**src/rtl/ptc_pkg.sv**
```systemverilog
package ptc_pkg;

    localparam int NSTAGE = 5;
    localparam int S_IF   = 0;
    localparam int S_ID   = 1;
    localparam int S_EX   = 2;
    localparam int S_MEM  = 3;
    localparam int S_WB   = 4;

    localparam int CTL_W  = 3;
    localparam int WR_RF  = 0;
    localparam int WR_MEM = 1;
    localparam int WR_CC  = 2;

    typedef enum logic [2:0] {
        CAUSE_NONE    = 3'd0,
        CAUSE_ILLEGAL = 3'd1,
        CAUSE_ARITH   = 3'd2,
        CAUSE_PAGE    = 3'd3,
        CAUSE_IRQ     = 3'd4
    } cause_e;

    typedef struct packed {
        logic             valid;
        logic [CTL_W-1:0] wr;
        cause_e           cause;
    } ctl_t;

    localparam ctl_t CTL_BUBBLE = '{valid: 1'b0, wr: '0, cause: CAUSE_NONE};

endpackage

```
**src/rtl/ptc_pipe.sv**
```systemverilog
module ptc_pipe
    import ptc_pkg::*;
#(
    parameter int XLEN = 32
) (
    input  logic             clk_i,
    input  logic             rst_ni,
    input  logic [XLEN-1:0]  fetch_pc_i,
    input  logic [CTL_W-1:0] id_ctrl_i,
    input  logic             id_illegal_i,
    input  logic             ex_arith_i,
    input  logic             kill_front_i,
    input  logic             kill_mem_i,
    output logic [S_MEM:0]   stage_valid_o,
    output logic [XLEN-1:0]  if_pc_o,
    output logic [XLEN-1:0]  id_pc_o,
    output logic [XLEN-1:0]  ex_pc_o,
    output logic [XLEN-1:0]  mem_pc_o,
    output logic             mem_wr_o,
    output cause_e           mem_cause_o,
    output logic             wb_valid_o,
    output logic [XLEN-1:0]  wb_pc_o,
    output logic             wb_rf_o,
    output logic             wb_cc_o
);

    typedef struct packed {
        ctl_t [NSTAGE-1:0]            ctl;
        logic [NSTAGE-1:0][XLEN-1:0]  pc;
    } pipe_t;

    pipe_t pipe_d, pipe_q;

    always_comb begin
        pipe_d = pipe_q;

        // new fetch slot
        pipe_d.ctl[S_IF] = '{valid: 1'b1, wr: '0, cause: CAUSE_NONE};
        pipe_d.pc[S_IF]  = fetch_pc_i;

        // shift tokens one stage down
        for (int s = S_ID; s < NSTAGE; s++) begin
            pipe_d.ctl[s] = pipe_q.ctl[s-1];
            pipe_d.pc[s]  = pipe_q.pc[s-1];
        end

        // decode attaches the write bits or an illegal-opcode cause
        pipe_d.ctl[S_EX].wr = pipe_q.ctl[S_ID].valid ? id_ctrl_i : '0;
        if (pipe_q.ctl[S_ID].valid && id_illegal_i) begin
            pipe_d.ctl[S_EX].cause = CAUSE_ILLEGAL;
            pipe_d.ctl[S_EX].wr    = '0;
        end

        // execute adds an arithmetic cause unless one is already carried
        if (pipe_q.ctl[S_EX].valid && ex_arith_i &&
            pipe_q.ctl[S_EX].cause == CAUSE_NONE) begin
            pipe_d.ctl[S_MEM].cause = CAUSE_ARITH;
            pipe_d.ctl[S_MEM].wr    = '0;
        end

        // squash everything younger than the commit point
        if (kill_front_i) begin
            for (int s = S_IF; s <= S_MEM; s++) begin
                pipe_d.ctl[s] = CTL_BUBBLE;
            end
        end

        // the memory-stage instruction does not retire
        if (kill_mem_i) begin
            pipe_d.ctl[S_WB] = CTL_BUBBLE;
        end
    end

    always_ff @(posedge clk_i) begin
        if (!rst_ni) begin
            pipe_q <= '0;
        end else begin
            pipe_q <= pipe_d;
        end
    end

    for (genvar g = S_IF; g <= S_MEM; g++) begin : g_live
        assign stage_valid_o[g] = pipe_q.ctl[g].valid;
    end

    assign if_pc_o     = pipe_q.pc[S_IF];
    assign id_pc_o     = pipe_q.pc[S_ID];
    assign ex_pc_o     = pipe_q.pc[S_EX];
    assign mem_pc_o    = pipe_q.pc[S_MEM];
    assign mem_wr_o    = pipe_q.ctl[S_MEM].wr[WR_MEM];
    assign mem_cause_o = pipe_q.ctl[S_MEM].cause;
    assign wb_valid_o  = pipe_q.ctl[S_WB].valid;
    assign wb_pc_o     = pipe_q.pc[S_WB];
    assign wb_rf_o     = pipe_q.ctl[S_WB].valid & pipe_q.ctl[S_WB].wr[WR_RF];
    assign wb_cc_o     = pipe_q.ctl[S_WB].valid & pipe_q.ctl[S_WB].wr[WR_CC];

endmodule

```
**src/rtl/ptc_trap_sel.sv**
```systemverilog
module ptc_trap_sel
    import ptc_pkg::*;
#(
    parameter int XLEN = 32
) (
    input  logic [S_MEM:0]  stage_valid_i,
    input  logic [XLEN-1:0] if_pc_i,
    input  logic [XLEN-1:0] id_pc_i,
    input  logic [XLEN-1:0] ex_pc_i,
    input  logic [XLEN-1:0] mem_pc_i,
    input  logic [XLEN-1:0] fetch_pc_i,
    input  logic            mem_wr_i,
    input  cause_e          mem_cause_i,
    input  logic            mem_fault_i,
    input  logic            irq_i,
    input  logic            eret_i,
    input  logic            priv_i,
    output logic            trap_o,
    output cause_e          cause_o,
    output logic [XLEN-1:0] restart_pc_o,
    output logic            kill_front_o,
    output logic            kill_mem_o,
    output logic            eret_fire_o,
    output logic            mem_we_o
);

    cause_e     eff_cause;
    logic       take_exc;
    logic       take_irq;
    logic       eret_fire;

    always_comb begin
        eret_fire = eret_i & priv_i;

        // cause carried by the commit-point instruction, older causes first
        eff_cause = CAUSE_NONE;
        if (stage_valid_i[S_MEM]) begin
            if (mem_cause_i != CAUSE_NONE) begin
                eff_cause = mem_cause_i;
            end else if (mem_fault_i) begin
                eff_cause = CAUSE_PAGE;
            end
        end

        take_exc = !eret_fire && (eff_cause != CAUSE_NONE);
        take_irq = !eret_fire && !take_exc && irq_i && !priv_i;

        trap_o  = take_exc | take_irq;
        cause_o = take_exc ? eff_cause : (take_irq ? CAUSE_IRQ : CAUSE_NONE);

        // restart at the faulting one, or at the oldest squashed one
        if (take_exc) begin
            restart_pc_o = mem_pc_i;
        end else if (stage_valid_i[S_EX]) begin
            restart_pc_o = ex_pc_i;
        end else if (stage_valid_i[S_ID]) begin
            restart_pc_o = id_pc_i;
        end else if (stage_valid_i[S_IF]) begin
            restart_pc_o = if_pc_i;
        end else begin
            restart_pc_o = fetch_pc_i;
        end

        kill_front_o = trap_o | eret_fire;
        kill_mem_o   = take_exc | eret_fire;
        eret_fire_o  = eret_fire;
        mem_we_o     = stage_valid_i[S_MEM] & mem_wr_i &
                       (eff_cause == CAUSE_NONE) & !eret_fire;
    end

endmodule

```
**src/rtl/ptc_mode_regs.sv**
```systemverilog
module ptc_mode_regs
    import ptc_pkg::*;
#(
    parameter int              XLEN       = 32,
    parameter logic [XLEN-1:0] RESET_PC   = '0,
    parameter logic [XLEN-1:0] HANDLER_PC = 'h100,
    parameter int              INSN_BYTES = 4
) (
    input  logic            clk_i,
    input  logic            rst_ni,
    input  logic            trap_i,
    input  cause_e          cause_i,
    input  logic [XLEN-1:0] restart_pc_i,
    input  logic            eret_fire_i,
    output logic [XLEN-1:0] fetch_pc_o,
    output logic            priv_o,
    output cause_e          cause_o,
    output logic [XLEN-1:0] epc_o
);

    localparam logic [XLEN-1:0] STEP = XLEN'(INSN_BYTES);

    typedef struct packed {
        logic [XLEN-1:0] fetch_pc;
        logic            priv;
        cause_e          cause;
        logic [XLEN-1:0] epc;
    } mode_t;

    mode_t mode_d, mode_q;

    always_comb begin
        mode_d          = mode_q;
        mode_d.fetch_pc = mode_q.fetch_pc + STEP;
        if (trap_i) begin
            mode_d.fetch_pc = HANDLER_PC;
            mode_d.priv     = 1'b1;
            mode_d.cause    = cause_i;
            mode_d.epc      = restart_pc_i;
        end else if (eret_fire_i) begin
            mode_d.fetch_pc = mode_q.epc;
            mode_d.priv     = 1'b0;
        end
    end

    always_ff @(posedge clk_i) begin
        if (!rst_ni) begin
            mode_q <= '{fetch_pc: RESET_PC, priv: 1'b0, cause: CAUSE_NONE, epc: '0};
        end else begin
            mode_q <= mode_d;
        end
    end

    assign fetch_pc_o = mode_q.fetch_pc;
    assign priv_o     = mode_q.priv;
    assign cause_o    = mode_q.cause;
    assign epc_o      = mode_q.epc;

endmodule

```
**src/rtl/precise_trap_ctrl.sv**
```systemverilog
module precise_trap_ctrl
    import ptc_pkg::*;
#(
    parameter int              XLEN       = 32,
    parameter logic [XLEN-1:0] RESET_PC   = '0,
    parameter logic [XLEN-1:0] HANDLER_PC = 'h100,
    parameter int              INSN_BYTES = 4
) (
    input  logic            clk_i,
    input  logic            rst_ni,
    input  logic [2:0]      id_ctrl_i,
    input  logic            id_illegal_i,
    input  logic            ex_arith_i,
    input  logic            mem_fault_i,
    input  logic            irq_i,
    input  logic            eret_i,
    output logic [XLEN-1:0] fetch_pc_o,
    output logic            priv_o,
    output logic            trap_o,
    output logic [2:0]      cause_o,
    output logic [XLEN-1:0] epc_o,
    output logic            mem_we_o,
    output logic            wb_valid_o,
    output logic [XLEN-1:0] wb_pc_o,
    output logic            wb_rf_we_o,
    output logic            wb_cc_we_o
);

    logic [S_MEM:0]  stage_valid;
    logic [XLEN-1:0] if_pc, id_pc, ex_pc, mem_pc;
    logic            mem_wr;
    cause_e          mem_cause;
    logic            trap;
    cause_e          trap_cause;
    logic [XLEN-1:0] restart_pc;
    logic            kill_front, kill_mem, eret_fire;
    cause_e          saved_cause;

    ptc_pipe #(.XLEN(XLEN)) u_pipe (
        .clk_i         (clk_i),
        .rst_ni        (rst_ni),
        .fetch_pc_i    (fetch_pc_o),
        .id_ctrl_i     (id_ctrl_i),
        .id_illegal_i  (id_illegal_i),
        .ex_arith_i    (ex_arith_i),
        .kill_front_i  (kill_front),
        .kill_mem_i    (kill_mem),
        .stage_valid_o (stage_valid),
        .if_pc_o       (if_pc),
        .id_pc_o       (id_pc),
        .ex_pc_o       (ex_pc),
        .mem_pc_o      (mem_pc),
        .mem_wr_o      (mem_wr),
        .mem_cause_o   (mem_cause),
        .wb_valid_o    (wb_valid_o),
        .wb_pc_o       (wb_pc_o),
        .wb_rf_o       (wb_rf_we_o),
        .wb_cc_o       (wb_cc_we_o)
    );

    ptc_trap_sel #(.XLEN(XLEN)) u_sel (
        .stage_valid_i (stage_valid),
        .if_pc_i       (if_pc),
        .id_pc_i       (id_pc),
        .ex_pc_i       (ex_pc),
        .mem_pc_i      (mem_pc),
        .fetch_pc_i    (fetch_pc_o),
        .mem_wr_i      (mem_wr),
        .mem_cause_i   (mem_cause),
        .mem_fault_i   (mem_fault_i),
        .irq_i         (irq_i),
        .eret_i        (eret_i),
        .priv_i        (priv_o),
        .trap_o        (trap),
        .cause_o       (trap_cause),
        .restart_pc_o  (restart_pc),
        .kill_front_o  (kill_front),
        .kill_mem_o    (kill_mem),
        .eret_fire_o   (eret_fire),
        .mem_we_o      (mem_we_o)
    );

    ptc_mode_regs #(
        .XLEN       (XLEN),
        .RESET_PC   (RESET_PC),
        .HANDLER_PC (HANDLER_PC),
        .INSN_BYTES (INSN_BYTES)
    ) u_mode (
        .clk_i        (clk_i),
        .rst_ni       (rst_ni),
        .trap_i       (trap),
        .cause_i      (trap_cause),
        .restart_pc_i (restart_pc),
        .eret_fire_i  (eret_fire),
        .fetch_pc_o   (fetch_pc_o),
        .priv_o       (priv_o),
        .cause_o      (saved_cause),
        .epc_o        (epc_o)
    );

    assign trap_o  = trap;
    assign cause_o = saved_cause;

endmodule

```
**config.mk**
```make
export PLATFORM = sky130hd
export DESIGN_NAME = precise_trap_ctrl
export DESIGN_NICKNAME = d
export VERILOG_FILES = /design/src/rtl/ptc_pkg.sv /design/src/rtl/ptc_pipe.sv /design/src/rtl/ptc_trap_sel.sv /design/src/rtl/ptc_mode_regs.sv /design/src/rtl/precise_trap_ctrl.sv
export SDC_FILE = /design/constraint.sdc
export NUM_CORES = 1
export LEC_CHECK = 0
export BUFFER_PORTS_ARGS = -buffer_cell sky130_fd_sc_hd__buf_2
export CORE_MARGIN = 2
export CORE_UTILIZATION = 58
export CTS_CLUSTER_DIAMETER = 30
export CTS_CLUSTER_SIZE = 10
export DETAILED_ROUTE_END_ITERATION = 12
export GPL_ROUTABILITY_DRIVEN = 0
export PLACE_DENSITY = 0.8
export SYNTH_ARGS = -nofsm -noshare
export SYNTH_HDL_FRONTEND = slang
export SYNTH_SLANG_ARGS = --single-unit
```
**constraint.sdc**
```tcl
create_clock -name clk_i -period 2.3 [get_ports clk_i]
set_input_delay 0.23 -clock clk_i [delete_from_list [all_inputs] [get_ports clk_i]]
set_output_delay 0.23 -clock clk_i [all_outputs]
set_load 0.01 [all_outputs]
```
==> run_results.csv, run 1 <==
group,metric,value,unit
hold_path,hold_path_startpoint,"irq_i",
pwr,combinationalPowerShare,4.9,%
route,first_pass_iters,5,
outcome,status,"completed",
global_route,grt_use_total,24.38,%
worst_setup_path,end_kind,"primary output",
route,drc,0,
synthesis,yosysSeqAreaShare,51.62,%
worst_setup_path,r2r_start,"u_mode.fetch_pc_o[3]",
clock_network,cts_made_buffers,40,
synthesis,synth_top_cell_by_area,"dfxtp_1",
floorplan,coreArea,15940,um2
timing,post-route-period-util,92.33,%
synthesis,yosysUniqueCellTypes,47,
route,finalWirelength,21190,um
pwr,total_power,10770,uW
route,ant_nets,0,
synthesis,synth_area_leaders,"dfxtp_1 (52%), and2_1 (11%), buf_4 (5.3%)",
placement,dp.cells,1168,
clock_network,clock-sinks,244,
synthesis,synth_nets,948,
pwr,power_frac_clock,54.3,%
route,drt-initial-drc-count,474,
global_route,grt_pass1_wl,34200,um
worst_setup_path,ff2ff_path_depth,6,
global_route,first_global_vias,6517,
clock_network,cts_tree,"done",
timing,setup_tns,0,ps
global_route,grt_max_degree,111,
pwr,p_leak,0.004757,uW
worst_setup_path,critPathMaxStageDelay,460,ps
global_route,grt_use_met3,5.113,%
route,vias,6701,
cells_and_area,area_growth_syn_to_layout,18.58,%
route,wl_per_cell,16.99,um
timing,hold_viol_final,0,
cells_and_area,drive_above_1_share,25.12,%
hold_path,min_path_cells,3,
worst_setup_path,cp_slowest_cell,"o31a_2",
worst_setup_path,cp.depth,6,
cells_and_area,nets,1012,
worst_setup_path,worstPathRequired,2070,ps
pwr,p_sw_share,22.15,%
cells_and_area,fin_cells,1247,
timing,hold_slack,32.85,ps
cells_and_area,final_common_cell,"dfxtp_1",
hold_path,hp-class,"primary input to flip-flop",
synthesis,synth_edf_count,0,
pwr,vdd.ir_drop.worst,0.0009245,V
worst_setup_path,crit_chain,"o31a_2, nor2_8, nor2_4, buf_4, inv_1, buf_2",
synthesis,ys_warn_count,0,
worst_setup_path,ff2ff_setup_slack,370,ps
cells_and_area,fill_cells,1152,
synthesis,netlist.area_leader.share,51.62,%
global_route,antenna_found_initial,0,
worst_setup_path,worstPathArrival,1890,ps
synthesis,async_flop_share,0,%
clock_network,clock-root-buffer,"clkbuf_16",
pwr,power_frac_seq,40.8,%
cells_and_area,antenna-diode-count,0,
pwr,p_int,8384,uW
floorplan,die_area,17350,um2
synthesis,postSynthCellCount,937,
floorplan,ios,115,
pwr,power.switching,2385,uW
run,maxCapViolations,0,
synthesis,avgSynthCellArea,10.10,um2
placement,dp_hpwl,12730,um
timing,drv_slew,0,
placement,portBuffers,114,
route,viasPerCell,5.374,
synthesis,synthesis.area,9463,um2
clock_network,path_clk_slew,50,ps
global_route,met2_usage,40.52,%
floorplan,start_util,59.35,%
clock_network,clk_latency,510,ps
hold_path,whs_endpoint,"u_mode.priv_o",
synthesis,ys_seq_elements,244,
worst_setup_path,worstSetupPathType,"flip-flop to primary output",
cells_and_area,final_cell_mix,"dfxtp_1 (241), and2_1 (172), buf_2 (113)",
floorplan,die_h,131.7,um
floorplan,die_w,131.7,um
global_route,top_usage_layer,"met2",
pwr,power_density,959.8,nW/um2
worst_setup_path,r2r_end,"u_mode.fetch_pc_o[30]",
timing,fin_skew,16.54,ps
worst_setup_path,crit_fanout,11,
timing,rsz0062_at_grt,"no",
worst_setup_path,crit_buf_inv,3,
worst_setup_path,cp_top_family,"compound AO/OA/AOI/OAI gates",
floorplan,row_count,46,
worst_setup_path,cp-start-kind,"flip-flop",
clock_network,clock_path_buffers,3,
global_route,grt_use_met1,31.24,%
timing,fin_crit,2124,ps
timing,finalSetupViolCount,0,
synthesis,ys_dominant_reg_cell,"dfxtp_1",
timing,max_freq,470.9,MHz
clock_network,cts_max_level,2,
global_route,gr-total-overflow,0,
timing,maxSlewHeadroom,53.56,%
timing,worst_slew_pin_slew,694.3,ps
## worst reg2reg max path, delay by kind of cell, from the launching register on
kind / cells / cell delay (ps)
simple gates: 4 / 1000
flops: 1 / 390
fa+ha+maj: 1 / 230
mux: 1 / 210
## area by class of cell
cell class	instances	area (um2)	area share [%]
Clock buffer	57	1197	10.67
Clock inverter	15	162.7	1.450
Inverter	5	18.77	0.1673
Multi-Input combinational cell	564	3810	33.95
Sequential cell	244	4888	43.57
Tap cell	216	270.3	2.409
Timing Repair Buffer	146	873.3	7.783
## layer usage
metal	wire length (um)	part of all wire, %
met5	0	0
met4	620	2.9
met3	1085	5.1
met2	10200	48
met1	9279	44
## cells by family after synthesis
kind of cell | after synthesis | share of synthesized area [%]
DFF | 244 | 51.62
AOI/OAI and AO/OA | 140 | 9.613
adders and majority gates | 1 | 0.1322
xor gates and xnor gates | 22 | 2.036
buffers and inverters | 129 | 8.145
muxes | 67 | 7.510
and+or+nand+nor | 334 | 20.94
## sequential cells by signal, summed over array words and instances (netlist names), 2 cells and up, named ones only
register              cells
u_mode.cause_o            3
u_mode.epc_o             32
u_mode.fetch_pc_o        30
u_pipe.ex_pc_o           32
u_pipe.id_pc_o           32
u_pipe.if_pc_o           32
u_pipe.mem_cause_o        2
u_pipe.mem_pc_o          32
u_pipe.pipe_q             8
u_pipe.stage_valid_o      4
u_pipe.wb_pc_o           32
## metrics by stage
stage | instance area (um2) | util [%] | setup slack [ps]
2_1_floorplan | 9463 | - | 638.2
3_3_place_gp | 9798 | 61.46 | 447.9
3_5_place_dp | 9798 | 61.46 | 377.9
4_1_cts | 11210 | 70.29 | 43.97
5_1_grt | 11220 | 70.38 | 66.77
6_report | 11220 | 70.38 | 176.4
## how the worst max path moves through the flow
stage | start | to | slack (ps)
after floorplan | u_pipe.stage_valid_o[0] | u_mode.epc_o[2] | 640
after global placement | u_mode.fetch_pc_o[3] | u_mode.fetch_pc_o[30] | 450
after detailed placement | u_mode.fetch_pc_o[3] | u_mode.fetch_pc_o[30] | 380
after CTS | u_pipe.mem_cause_o[1] | trap_o | 40
after global routing | u_pipe.stage_valid_o[3] | trap_o | 70
final | u_pipe.mem_cause_o[1] | trap_o | 180
## what timing repair did
item                                    in CTS  in global routing
gates resized for setup                      0                  0
endpoints found under the setup margin       1                  1
setup buffers                                1                  2
hold buffers                                 4                  0
hold endpoints to repair                     4                  0
pin swaps                                    1                  1
## power by group through the flow
stage | Clock (uW) | Sequential (uW) | Combinational (uW)
after floorplan | 0 | 4460 | 367
after global placement | 0 | 4470 | 510
after detailed placement | 0 | 4470 | 518
after CTS | 5920 | 4390 | 529
after global routing | 6140 | 4400 | 582
final | 5850 | 4390 | 529
## synthesized netlist by cell type, types with 6 or more instances
cell type and number:
o31ai_1 12, mux2_2 32, o21ai_1 14, nor2b_1 23
o21ai_0 38, nand2_1 53, nor2_1 29, and3_1 11
nand3_1 12, and4_1 6, clkbuf_1 38, mux2i_1 35
a21oi_1 36, xnor2_1 11, xor2_1 11, and2_1 172
a222oi_1 22, buf_4 67, buf_2 16, a211oi_1 7
dfxtp_1 244
No activity file was read; power rests on OpenSTA's default activity.
==> inputs of run 2 (changes only) <==
--- a/config.mk
+++ b/config.mk
@@ -6,8 +6,9 @@
 export NUM_CORES = 1
 export LEC_CHECK = 0
 export BUFFER_PORTS_ARGS = -buffer_cell sky130_fd_sc_hd__buf_2
+export CORE_ASPECT_RATIO = 1.4
 export CORE_MARGIN = 2
-export CORE_UTILIZATION = 58
+export CORE_UTILIZATION = 59
 export CTS_CLUSTER_DIAMETER = 30
 export CTS_CLUSTER_SIZE = 10
 export DETAILED_ROUTE_END_ITERATION = 12
@@ -15,4 +16,5 @@
 export PLACE_DENSITY = 0.8
 export SYNTH_ARGS = -nofsm -noshare
 export SYNTH_HDL_FRONTEND = slang
+export SYNTH_HIERARCHICAL = 1
 export SYNTH_SLANG_ARGS = --single-unit
==> run_results.csv, run 2 <==
group,metric,value,unit
outcome,status,"completed",
floorplan,die_area,19010,um2
synthesis,async_flop_share,0,%
pwr,total_power,9916,uW
global_route,gr-total-overflow,0,
cells_and_area,final_cell_mix,"dfxtp_1 (243), and2_1 (173), buf_2 (113)",
cells_and_area,antenna-diode-count,0,
worst_setup_path,worstPathRequired,2070,ps
synthesis,synthesis.area,10570,um2
timing,post-route-period-util,94.21,%
floorplan,die_w,117.1,um
synthesis,yosysUniqueCellTypes,52,
pwr,power_density,881.2,nW/um2
clock_network,clock-sinks,244,
cells_and_area,fin_cells,1277,
worst_setup_path,r2r_start,"u_mode/fetch_pc_o[2]",
clock_network,clk_latency,500,ps
synthesis,ys_warn_count,6,
route,wl_per_cell,16.37,um
timing,setup_tns,0,ps
timing,max_freq,461.5,MHz
timing,fin_crit,2167,ps
route,drc,0,
global_route,first_global_vias,6551,
route,finalWirelength,20910,um
synthesis,postSynthCellCount,1066,
clock_network,cts_made_buffers,35,
worst_setup_path,crit_start,"u_pipe/mem_cause_o[1]",
synthesis,synth_area_leaders,"dfxtp_1 (46%), buf_4 (12%), and2_1 (10%)",
cells_and_area,area_growth_syn_to_layout,6.463,%
floorplan,row_count,57,
floorplan,coreArea,17470,um2
cells_and_area,final_common_cell,"dfxtp_1",
global_route,grt_use_total,22.13,%
floorplan,ios,115,
synthesis,synthMostInstantiatedCell,"dfxtp_1",
worst_setup_path,crit_fanout,23,
pwr,vdd.ir_drop.worst,0.0006600,V
floorplan,start_util,60.49,%
clock_network,path_clk_slew,50,ps
timing,finalSetupViolCount,0,
synthesis,synthTopCellsByCount,"dfxtp_1 (244), and2_1 (173), buf_4 (172), mux2i_1 (70), inv_1 (66)",
cells_and_area,nets,1033,
worst_setup_path,cp-start-kind,"flip-flop",
synthesis,avgSynthCellArea,9.915,um2
hold_path,hold_path_startpoint,"id_illegal_i",
placement,portBuffers,114,
synthesis,synth_nets,1077,
route,viasPerCell,5.312,
timing,rsz0062_at_grt,"no",
timing,hold_viol_final,0,
pwr,p_leak,0.004734,uW
timing,drv_slew,0,
clock_network,cts_tree,"done",
clock_network,clock_path_buffers,3,
placement,dp_hpwl,13590,um
run,maxCapViolations,0,
cells_and_area,drive_above_1_share,20.08,%
clock_network,cts_max_level,2,
route,vias,6784,
cells_and_area,fill_cells,1373,
synthesis,synth_edf_count,0,
worst_setup_path,worstPathArrival,1940,ps
global_route,antenna_found_initial,0,
floorplan,die_h,162.4,um
global_route,grt_pass1_wl,33240,um
synthesis,yosysSeqAreaShare,46.22,%
route,first_pass_iters,5,
clock_network,clock-root-buffer,"clkbuf_16",
route,ant_nets,0,
timing,worst_slew_pin_slew,540.1,ps
timing,fin_skew,22.56,ps
route,drt-initial-drc-count,479,
synthesis,netlist.area_leader.share,46.22,%
synthesis,ys_seq_elements,244,
synthesis,synth_top_cell_by_area,"dfxtp_1",
synthesis,ys_dominant_reg_cell,"dfxtp_1",
worst_setup_path,worstSetupPathType,"flip-flop to primary output",
timing,maxSlewHeadroom,63.87,%
worst_setup_path,end_kind,"primary output",
placement,dp.cells,1217,
hold_path,hp-class,"primary input to flip-flop",
global_route,grt_max_degree,87,
run 2: worst max-delay path, stage by stage, from the launching register on:
cell	delay, ps
dfxtp_1	340
o41ai_4	570
o21ai_4	130
buf_6	230
buf_2	180
run 2: worst paths after layout:
check,end,slack (ps),cells after the start
max,trap_o,130,4
min reg2reg,u_pipe/pipe_q[191],420,1
min,u_pipe/pipe_q[174],20,2
max reg2reg,u_mode/fetch_pc_o[26],280,5
run 2: report_power, final:
| part | total (uW) | switching [uW] | leakage, uW | internal [uW] |
|---|---|---|---|---|
| clock | 4950 | 1810 | 0.000531 | 3130 |
| combinational | 576 | 317 | 0.00223 | 259 |
| sequential | 4390 | 81.1 | 0.00197 | 4310 |
| total | 9920 | 2210 | 0.00473 | 7700 |
run 2: final cells by class:
cell class / count / area [um2] / area share (%)
Tap cell: 236 / 295.3 / 2.624
Inverter: 66 / 247.7 / 2.202
Clock buffer: 43 / 945.9 / 8.407
Sequential cell: 244 / 4886 / 43.42
Timing Repair Buffer: 144 / 834.6 / 7.417
Multi-Input combinational cell: 531 / 3904 / 34.69
Clock inverter: 13 / 138.9 / 1.234
run 2: metal layers:
metal	track usage (%)	routed length, um
met5	0	0
met3	4.205	1113
met2	37.28	10320
met1	27.84	8837
met4	8.503	639
run 2: cells by family after synthesis:
kind of cell,Yosys count,synth area share [%]
other,1,0.03548
buffers and inverters,291,17.00
adders and majority gates,1,0.1184
DFF,244,46.22
and+or+nand+nor,312,18.22
xor gates and xnor gates,12,0.9944
AOI/OAI and AO/OA,103,7.376
muxes,102,10.04
run 2: per-stage QoR:
stage | utilization, % | setup WS [ps] | hold slack [ps] | instance area, um2
2_1_floorplan | - | 40.24 | 351.7 | 10570
3_5_place_dp | 57.95 | 320.7 | 412.1 | 10130
3_3_place_gp | 57.95 | 361.9 | 413.8 | 10130
5_1_grt | 64.40 | 48.12 | 16.98 | 11250
6_report | 64.40 | 133.2 | 23.40 | 11250
4_1_cts | 64.40 | 122.6 | 7.375 | 11250
run 2: repair_timing:
item	CTS	global route
setup endpoints to repair	1	0
hold buffers	3	0
setup buffers	1	0
endpoints found under the hold margin	3	0
resized for setup	1	0
